==> src/rtl/tcb_pkg.sv <==
`timescale 1ns/1ps
package tcb_pkg;
  // byte-half select carried in offset bit 0
  typedef enum logic {HALF_HI = 1'b0, HALF_LO = 1'b1} half_e;

  // decoded bus access for one cycle
  typedef struct packed {
    logic  real_slot;  // slot maps to an existing channel
    half_e half;
    logic  rd;
    logic  wr;
  } acc_t;
endpackage

==> src/rtl/tcb_addr_dec.sv <==
`timescale 1ns/1ps
module tcb_addr_dec
  import tcb_pkg::*;
#(
  parameter int NUM_CH = 4,
  parameter int SLOT_W = 3
) (
  input  logic              bus_sel,
  input  logic              bus_wr,
  input  logic [SLOT_W:0]   bus_addr,
  output logic [NUM_CH-1:0] ch_oh,
  output acc_t              acc
);
  logic [SLOT_W-1:0] slot;
  assign slot = bus_addr[SLOT_W:1];

  for (genvar i = 0; i < NUM_CH; i++) begin : g_oh
    assign ch_oh[i] = (slot == SLOT_W'(i));
  end

  always_comb begin
    acc.real_slot = (slot < SLOT_W'(NUM_CH));
    acc.half      = half_e'(bus_addr[0]);
    acc.rd        = bus_sel && !bus_wr;
    acc.wr        = bus_sel &&  bus_wr;
  end
endmodule

==> src/rtl/tcb_byte_stage.sv <==
`timescale 1ns/1ps
module tcb_byte_stage #(
  parameter int DW = 8
) (
  input  logic          clk,
  input  logic          rst_n,
  input  logic          park_wr,   // high-byte write to a real slot
  input  logic [DW-1:0] wr_byte,
  input  logic          park_rd,   // high-byte read of a real slot
  input  logic [DW-1:0] rd_byte,   // live low byte of the addressed channel
  output logic [DW-1:0] wr_hold,
  output logic [DW-1:0] rd_hold
);
  always_ff @(posedge clk or negedge rst_n) begin
    if (!rst_n) begin
      wr_hold <= '0;
      rd_hold <= '0;
    end else begin
      if (park_wr) wr_hold <= wr_byte;
      if (park_rd) rd_hold <= rd_byte;
    end
  end
endmodule

==> src/rtl/tcb_channel.sv <==
`timescale 1ns/1ps
module tcb_channel #(
  parameter int CW = 16
) (
  input  logic          clk,
  input  logic          rst_n,
  input  logic          mode_oc,
  input  logic          cap_evt,
  input  logic [CW-1:0] cnt_val,
  input  logic          ld_en,
  input  logic [CW-1:0] ld_val,
  output logic [CW-1:0] val_q,
  output logic          match
);
  // capture mode accepts only the edge strobe; compare mode only the bus
  always_ff @(posedge clk or negedge rst_n) begin
    if (!rst_n) begin
      val_q <= '0;
    end else if (!mode_oc) begin
      if (cap_evt) val_q <= cnt_val;
    end else if (ld_en) begin
      val_q <= ld_val;
    end
  end

  assign match = mode_oc && (cnt_val == val_q);
endmodule

==> src/rtl/tmr_chan_bank.sv <==
`timescale 1ns/1ps
module tmr_chan_bank
  import tcb_pkg::*;
#(
  parameter int NUM_CH   = 4,
  parameter int NUM_SLOT = 8,
  parameter int DW       = 8
) (
  input  logic                          clk,
  input  logic                          rst_n,
  input  logic                          bus_sel,
  input  logic                          bus_wr,
  input  logic [$clog2(NUM_SLOT):0]     bus_addr,
  input  logic [DW-1:0]                 bus_wdata,
  output logic [DW-1:0]                 bus_rdata,
  input  logic [2*DW-1:0]               cnt_val,
  input  logic [NUM_CH-1:0]             cap_evt,
  input  logic [NUM_CH-1:0]             mode_oc,
  output logic [NUM_CH-1:0]             cmp_match
);
  localparam int CW     = 2 * DW;
  localparam int SLOT_W = $clog2(NUM_SLOT);

  logic [NUM_CH-1:0]         ch_oh;
  acc_t                      acc;
  logic [NUM_CH-1:0][CW-1:0] chan_q;
  logic [CW-1:0]             sel_val;
  logic [DW-1:0]             wr_hold;
  logic [DW-1:0]             rd_hold;
  logic                      park_wr;
  logic                      park_rd;
  logic                      lo_wr;

  tcb_addr_dec #(.NUM_CH(NUM_CH), .SLOT_W(SLOT_W)) u_dec (
    .bus_sel (bus_sel),
    .bus_wr  (bus_wr),
    .bus_addr(bus_addr),
    .ch_oh   (ch_oh),
    .acc     (acc)
  );

  // addressed channel's live value (zero for reserved slots)
  always_comb begin
    sel_val = '0;
    for (int i = 0; i < NUM_CH; i++) begin
      if (ch_oh[i]) sel_val = sel_val | chan_q[i];
    end
  end

  assign park_wr = acc.wr && acc.real_slot && (acc.half == HALF_HI);
  assign park_rd = acc.rd && acc.real_slot && (acc.half == HALF_HI);
  assign lo_wr   = acc.wr && acc.real_slot && (acc.half == HALF_LO);

  tcb_byte_stage #(.DW(DW)) u_hold (
    .clk    (clk),
    .rst_n  (rst_n),
    .park_wr(park_wr),
    .wr_byte(bus_wdata),
    .park_rd(park_rd),
    .rd_byte(sel_val[DW-1:0]),
    .wr_hold(wr_hold),
    .rd_hold(rd_hold)
  );

  for (genvar i = 0; i < NUM_CH; i++) begin : g_ch
    tcb_channel #(.CW(CW)) u_ch (
      .clk    (clk),
      .rst_n  (rst_n),
      .mode_oc(mode_oc[i]),
      .cap_evt(cap_evt[i]),
      .cnt_val(cnt_val),
      .ld_en  (lo_wr && ch_oh[i]),
      .ld_val ({wr_hold, bus_wdata}),
      .val_q  (chan_q[i]),
      .match  (cmp_match[i])
    );
  end

  always_comb begin
    if (!acc.rd || !acc.real_slot) bus_rdata = '0;
    else if (acc.half == HALF_HI)  bus_rdata = sel_val[CW-1:DW];
    else                           bus_rdata = rd_hold;
  end
endmodule

==> config.mk <==
export PLATFORM = sky130hd
export DESIGN_NAME = tmr_chan_bank
export DESIGN_NICKNAME = d
export VERILOG_FILES = /design/src/rtl/tcb_pkg.sv /design/src/rtl/tcb_addr_dec.sv /design/src/rtl/tcb_byte_stage.sv /design/src/rtl/tcb_channel.sv /design/src/rtl/tmr_chan_bank.sv
export SDC_FILE = /design/constraint.sdc
export NUM_CORES = 1
export LEC_CHECK = 0
export ABC_AREA = 1
export BUFFER_PORTS_ARGS = -buffer_cell sky130_fd_sc_hd__buf_2
export CAP_MARGIN = 0
export CORE_MARGIN = 2
export CORE_UTILIZATION = 47
export DETAILED_ROUTE_END_ITERATION = 10
export GPL_TIMING_DRIVEN = 0
export HOLD_SLACK_MARGIN = 0.15
export PLACE_DENSITY = 0.7
export SETUP_SLACK_MARGIN = 0.02
export SLEW_MARGIN = 10
export SYNTH_ARGS = -nofsm -noshare
export SYNTH_HDL_FRONTEND = slang
export SYNTH_SLANG_ARGS = --single-unit
==> constraint.sdc <==
create_clock -name clk -period 2.3 [get_ports clk]
set_clock_uncertainty 0.05 [all_clocks]
set_input_delay 0.46 -clock clk [delete_from_list [all_inputs] [get_ports clk]]
set_output_delay 0.46 -clock clk [all_outputs]
set_load 0.005 [all_outputs]
==> results of run 1 <==
cell type report:
type	count	share of cell area
buffer	38	0.0370
clock buffer	9	0.0340
clock inverter	6	0.0128
inverter	69	0.0457
multi-input combinational	656	0.459
sequential	80	0.302
tap	143	0.0270
timing repair buffer	84	0.0826
path summary, 6_finish.rpt:
check / startpoint / endpoint / slack, ns / cells after the start
worst max-delay path: g_ch[0].u_ch.val_q[8]$_DFFE_PN0P_ / cmp_match[0] / 0.06 / 6
worst max register to register: g_ch[2].u_ch.val_q[2]$_DFFE_PN0P_ / u_hold.rd_hold[2]$_DFFE_PN0P_ / 1.13 / 6
worst min register to register: u_hold.rd_hold[7]$_DFFE_PN0P_ / u_hold.rd_hold[7]$_DFFE_PN0P_ / 0.46 / 2
min in group asynchronous: rst_n / u_hold.rd_hold[1]$_DFFE_PN0P_ / 0.55 / 2
worst min-delay path: bus_addr[0] / u_hold.rd_hold[0]$_DFFE_PN0P_ / 0.38 / 3
max in group asynchronous: rst_n / g_ch[2].u_ch.val_q[5]$_DFFE_PN0P_ / 1.04 / 3
power breakdown:
part	leakage [nW]	switching (W)	internal, W	total, W
Clock	0.147	0.000595	0.000939	0.00153
Combinational	2.22	0.000657	0.000422	0.00108
Sequential	0.999	0.000358	0.00164	0.00200
Total	3.37	0.00161	0.00300	0.00461
flip-flops by register name, indices dropped and copies added (netlist names):
register and count:
g_ch.u_ch.val_q 64, u_hold.wr_hold 8, u_hold.rd_hold 8
placed cells by master (no fill, tap or decap), drive strengths merged:
cell type / count
dlygate4sd3: 1
clkinvlp: 13
a21oi: 4
nand3: 81
clkbuf: 28
buf: 102
nand4: 11
nand2: 346
mux2: 8
o22ai: 10
nor3: 2
dfrtp: 80
clkinv: 2
xor2: 11
inv: 58
bufinv: 2
o21ai: 100
xnor2: 6
nor2: 77
worst max-delay path, cell delays in order, from the launching register on:
cell and delay, ns:
dfrtp_1 0.46, xor2_1 0.17, nor3_1 0.30, nand2_1 0.12, nor2_2 0.12, buf_4 0.11
buf_2 0.09
cells by family after synthesis:
family / share of synthesized area
buffers and inverters: 0.0907
DFF: 0.362
and+or+nand+nor: 0.396
muxes: 0.0163
AOI/OAI and AO/OA: 0.108
xor gates and xnor gates: 0.0269
layer usage:
metal  track usage  vias up  part of all wire
li1              -     2877                 -
met1         0.495     2811              0.40
met2         0.511      399              0.42
met3        0.0950       71              0.13
met4         0.129        0             0.040
met5             0        -                 0
metrics by stage:
| step | total power, W | area [µm²] | setup slack, ns |
|---|---|---|---|
| 6_report | 0.00461 | 6630 | 0.0555 |
| 5_1_grt | 0.00480 | 6630 | 0.00167 |
| 2_1_floorplan | 0.00251 | 5530 | 0.532 |
| 3_3_place_gp | 0.00296 | 5950 | 0.0317 |
| 4_1_cts | 0.00450 | 6300 | 0.0307 |
| 3_5_place_dp | 0.00298 | 5980 | 0.0329 |
repair_timing:
action,in CTS,in global routing
hold buffers,1,0
buffers inserted,0,34
endpoints found under the setup margin,0,10
gates resized for setup,0,26
hold endpoints to repair,31,0
==> impl_metrics.yaml, run 1 <==
pwr:
  vdd_drop_max_mv: 0.454
  power_leakage_nw: 3.37
  powerDensity_nw_per_um2: 695
floorplanning:
  start_util: 0.483
  die_x_um: 113
  die_h_um: 113
  rows: 39
  die_area_um2: 12700
  core_um2: 11500
  io_pins: 52
layout:
  fillers: 1142
  area_growth_pct: 19.9
  multi_input_area_um2: 3040
  stdcell_count: 1085
  fin_util: 0.578
  regArea_um2: 2000
  diodes: 0
  drive_above_1_share: 0.180
  final_nets: 978
logic_synthesis:
  ys_seq_elements: 80
  synth.most_common_cell: "nand2_1"
  netlist_top_cells_area: "dfrtp_1, nand2_1, o21ai_0, nand3_1, nor2_1"
  synth.distinct_cells: 26
  syn_nets: 883
  ys_async_sr_fraction: 1.00
  syn-cell-area_um2: 5530
  ys.warnings.count: 0
  synth_top_area_frac: 0.362
  synth_common_cells: "nand2_1, o21ai_0, dfrtp_1"
  synth-edff-count: 0
  yosysSeqAreaShare: 0.362
  synth_area_per_cell_um2: 6.56
  synth_area_leader_cell: "dfrtp_1"
  syn_inst: 843
  ys.flop_type: "dfrtp_1"
drt:
  avgViaCountPerCell: 5.68
  drc: 0
  drtPass1Iterations: 5
  initialDrtViolationCount: 669
  dr_total_vias: 6158
  antenna_left: 0
  avgRoutedWirePerCell_um: 19.9
  routed_wirelength_um: 21600
cts:
  ctsLongestPathBuffers: 2
  ctsRootBufferMaster: "clkbuf_16"
  numCtsBuffers: 9
  htreeDepth: 3
  clkTransAtPathRegs_ns: 0.06
  cts.sinks: 80
  cts_tree: "done"
  clk_latency_ns: 0.35
global_route:
  grt_antenna_before_repair: 0
  grt_util_all_layers: 0.348
  grt_overflow: 0
  grt_max_degree: 50
  grt_pass1_wl_um: 32700
  grt_pass1_vias: 5450
critical_path:
  worstSetupPathType: "register to output port"
  cp-start-kind: "register"
  crit_path_max_fanout: 3
  critPathRequiredTime_ns: 1.79
  cp.arrival_ns: 1.73
  cp-end-kind: "output port"
place:
  place_hpwl_um: 15700
  dp_cells: 1035
  gp_congestion: 1.06
  portBuffers: 48
sta:
  finalHoldViolations: 0
  slew_headroom: 0.630
  finalCritPeriodShare: 0.976
  grt_setup_unrepaired: "no"
  max_freq_ghz: 0.446
  fin_hold_ws_ns: 0.376
  finalCriticalPeriod_ns: 2.24
  fin_setup_tns_ns: 0
  tightest_slew_ns: 0.554
  slew_violations: 0
  setup_viol: 0
hold_path:
  min_path_type: "input port to register"
flow_run:
  drv_cap: 0
outcome:
  status: "finished clean"
Note: power is estimated with default switching activity, not from simulation.
==> inputs of run 2 (changes only) <==
--- a/config.mk
+++ b/config.mk
@@ -5,15 +5,16 @@
 export SDC_FILE = /design/constraint.sdc
 export NUM_CORES = 1
 export LEC_CHECK = 0
-export ABC_AREA = 1
+export ABC_AREA = 0
 export BUFFER_PORTS_ARGS = -buffer_cell sky130_fd_sc_hd__buf_2
 export CAP_MARGIN = 0
 export CORE_MARGIN = 2
-export CORE_UTILIZATION = 47
+export CORE_UTILIZATION = 45
+export CTS_CLUSTER_DIAMETER = 60
 export DETAILED_ROUTE_END_ITERATION = 10
 export GPL_TIMING_DRIVEN = 0
 export HOLD_SLACK_MARGIN = 0.15
-export PLACE_DENSITY = 0.7
+export PLACE_DENSITY = 0.68
 export SETUP_SLACK_MARGIN = 0.02
 export SLEW_MARGIN = 10
 export SYNTH_ARGS = -nofsm -noshare
==> impl_metrics.yaml, run 2 <==
drt:
  initialDrtViolationCount: 372
  routed_wirelength_um: 15100
  wl_met1_um: 6280
  avgRoutedWirePerCell_um: 22.7
  drtPass1Iterations: 5
  drc: 0
  avgViaCountPerCell: 6.01
  wl_met3_um: 1280
  antenna_left: 0
  highest_layer: "met4"
  dr_total_vias: 4009
  wl_met2_um: 6850
critical_path:
  crit_slowest_cell: "dfrtp_1"
  reg2regPathDepth: 3
  crit_path_max_incr_delay_ns: 0.40
  cp-end-kind: "output port"
  critPathRequiredTime_ns: 1.79
  cp-start-kind: "register"
  worstReg2RegStart: "g_ch[3].u_ch.val_q[3]$_DFFE_PN0P_"
  crit_end: "cmp_match[3]"
  crit_path_frequent_cell: "nor4_2"
  cp.arrival_ns: 2.00
  worstSetupPathType: "register to output port"
  crit_start: "g_ch[3].u_ch.val_q[3]$_DFFE_PN0P_"
  ff2ff_setup_slack_ns: 0.81
  r2r-end: "u_hold.rd_hold[3]$_DFFE_PN0P_"
  crit_path_max_fanout: 2
  path_cells: "xor2_1 > nor4_2 > nand4_1 > nor4_2 > buf_4 > buf_6"
layout:
  regArea_um2: 2000
  diodes: 0
  fillers: 963
  most-common-layout-cells: "dfrtp_1, mux2i_1, nor2_1"
  final_common_cell: "dfrtp_1"
  largest_reg_flops: 64
  final_nets: 563
  regMostFlops: "g_ch.u_ch.val_q"
  final_design_area_no_fill_um2: 5710
  area_growth_pct: 15.6
  largest_registers: "g_ch.u_ch.val_q (64), u_hold.rd_hold (8), u_hold.wr_hold (8)"
  multi_input_area_um2: 2760
  drive_above_1_share: 0.262
  fin_util: 0.529
cts:
  numCtsBuffers: 9
  clkTransAtPathRegs_ns: 0.09
  clk_latency_ns: 0.36
  cts_tree: "done"
  htreeDepth: 3
  cts.sinks: 80
  ctsLongestPathBuffers: 2
  ctsRootBufferMaster: "clkbuf_8"
place:
  gp_congestion: 0.937
  place_ws_ns: -0.522
  placed_area_um2: 5300
  portBuffers: 31
  place_hpwl_um: 10600
sta:
  slew_headroom: 0.304
  tightest_slew_ns: 1.04
  slew_violations: 0
  setup_viol: 4
  grt_setup_unrepaired: "yes"
  finalHoldViolations: 0
  max_freq_ghz: 0.398
  final.setup.worst_slack_ns: -0.212
  finalCriticalPeriod_ns: 2.51
  finalCritPeriodShare: 1.09
floorplanning:
  die_x_um: 109
  start_util: 0.458
  die_h_um: 109
  rows: 38
  die_area_um2: 11800
  io_pins: 52
  core_um2: 10800
pwr:
  power_leakage_nw: 2.51
  vdd_drop_max_mv: 0.304
  powerDensity_nw_per_um2: 737
logic_synthesis:
  syn-cell-area_um2: 4940
  ys.flop_type: "dfrtp_1"
  synth-edff-count: 0
  syn_nets: 513
  synth_area_leader_cell: "dfrtp_1"
  synth.distinct_cells: 31
  netlist_top_cells_area: "dfrtp_1, mux2i_1, mux4_2, xnor2_1, xor2_1"
  ys_async_sr_fraction: 1.00
  synth_common_cells: "dfrtp_1, mux2i_1, nor2_1"
  ys_seq_elements: 80
  synth.most_common_cell: "dfrtp_1"
  synth_top_area_frac: 0.405
  ys.warnings.count: 0
  synth_area_per_cell_um2: 10.4
  syn_inst: 473
  yosysSeqAreaShare: 0.405
global_route:
  grt_antenna_before_repair: 0
  grt_util_all_layers: 0.270
  grt_overflow: 0
  grt_pass1_vias: 3983
  grt_pass1_wl_um: 23000
  grt_max_degree: 45
outcome:
  status: "finished, violations left"
  violations: "setup timing"
flow_run:
  drv_cap: 0
hold_path:
  min_path_type: "input port to register"
run 2: cell count changes in the layout (fill, tap and decap cells not counted), moves of 32 or more:
cell     previous run  this run
buf_4              46        14
inv_1              52         3
o21ai_0            88        32
nand2_1           339        36
mux2i_1             0        64
nand3_1            76         0
run 2: kinds of logic (layout without fill, tap and decap cells):
group,after synthesis,after routing,share of synthesized area
AND/OR/NAND/NOR,106,106,0.0981
multiplexers,96,96,0.245
flip-flops,80,80,0.405
AO/OA/AOI/OAI,76,76,0.0872
XOR/XNOR,64,64,0.114
buffers and inverters,51,105,0.0507
run 2: area by class of cell:
| type | count | area share |
|---|---|---|
| clock inverters | 6 | 0.0149 |
| well taps | 140 | 0.0307 |
| repair buffers | 41 | 0.0480 |
| inverters | 3 | 0.00197 |
| flip-flops and latches | 80 | 0.351 |
| plain buffers | 46 | 0.0482 |
| clock buffers | 9 | 0.0217 |
| multi-input cells | 342 | 0.484 |
run 2: worst min path at each step:
stage,from,to,depth (start not counted)
floorplan,rst_n,g_ch[0].u_ch.val_q[0]$_DFFE_PN0P_,0
global placement,u_hold.rd_hold[5]$_DFFE_PN0P_,u_hold.rd_hold[5]$_DFFE_PN0P_,1
detailed placement,rst_n,g_ch[2].u_ch.val_q[10]$_DFFE_PN0P_,1
CTS,bus_wdata[6],u_hold.wr_hold[6]$_DFFE_PN0P_,2
global route,bus_wdata[7],u_hold.wr_hold[7]$_DFFE_PN0P_,2
finish,bus_wdata[6],u_hold.wr_hold[6]$_DFFE_PN0P_,2
run 2: repair_timing:
action / CTS / global route
pin swaps: 12 / 6
setup endpoints to repair: 12 / 9
hold buffers: 1 / 0
setup buffers: 7 / 1
hold endpoints to repair: 36 / 0
gates resized for setup: 37 / 11
run 2: routing by layer:
layer | global-route usage | up-vias
met5 | 0 | -
met4 | 0.145 | 0
met3 | 0.0502 | 53
met2 | 0.412 | 208
met1 | 0.367 | 1993
li1 | - | 1755
run 2: worst max-delay path: cells and delay by family, from the launching register on:
family | cells | cell delay (ns)
buffers and inverters | 2 | 0.26
flip-flops | 1 | 0.40
AND/OR/NAND/NOR | 3 | 0.82
XOR/XNOR | 1 | 0.16
run 2: report_power, final:
| part | total, W | leakage (nW) | switching (W) | internal [W] |
|---|---|---|---|---|
| Sequential | 0.00193 | 0.947 | 0.000262 | 0.00167 |
| Clock | 0.00115 | 0.101 | 0.000544 | 0.000602 |
| Combinational | 0.00113 | 1.46 | 0.000576 | 0.000557 |
| Total | 0.00421 | 2.51 | 0.00138 | 0.00282 |
run 2: per-stage QoR:
step	power [W]	hold WS [ns]	setup TNS, ns	instances
2_1_floorplan	0.00262	0.114	0	473
3_3_place_gp	0.00294	0.447	-5.04	644
3_5_place_dp	0.00299	0.419	-5.70	645
4_1_cts	0.00416	0.341	-0.510	666
5_1_grt	0.00439	0.350	-0.805	667
6_report	0.00421	0.345	-0.657	667
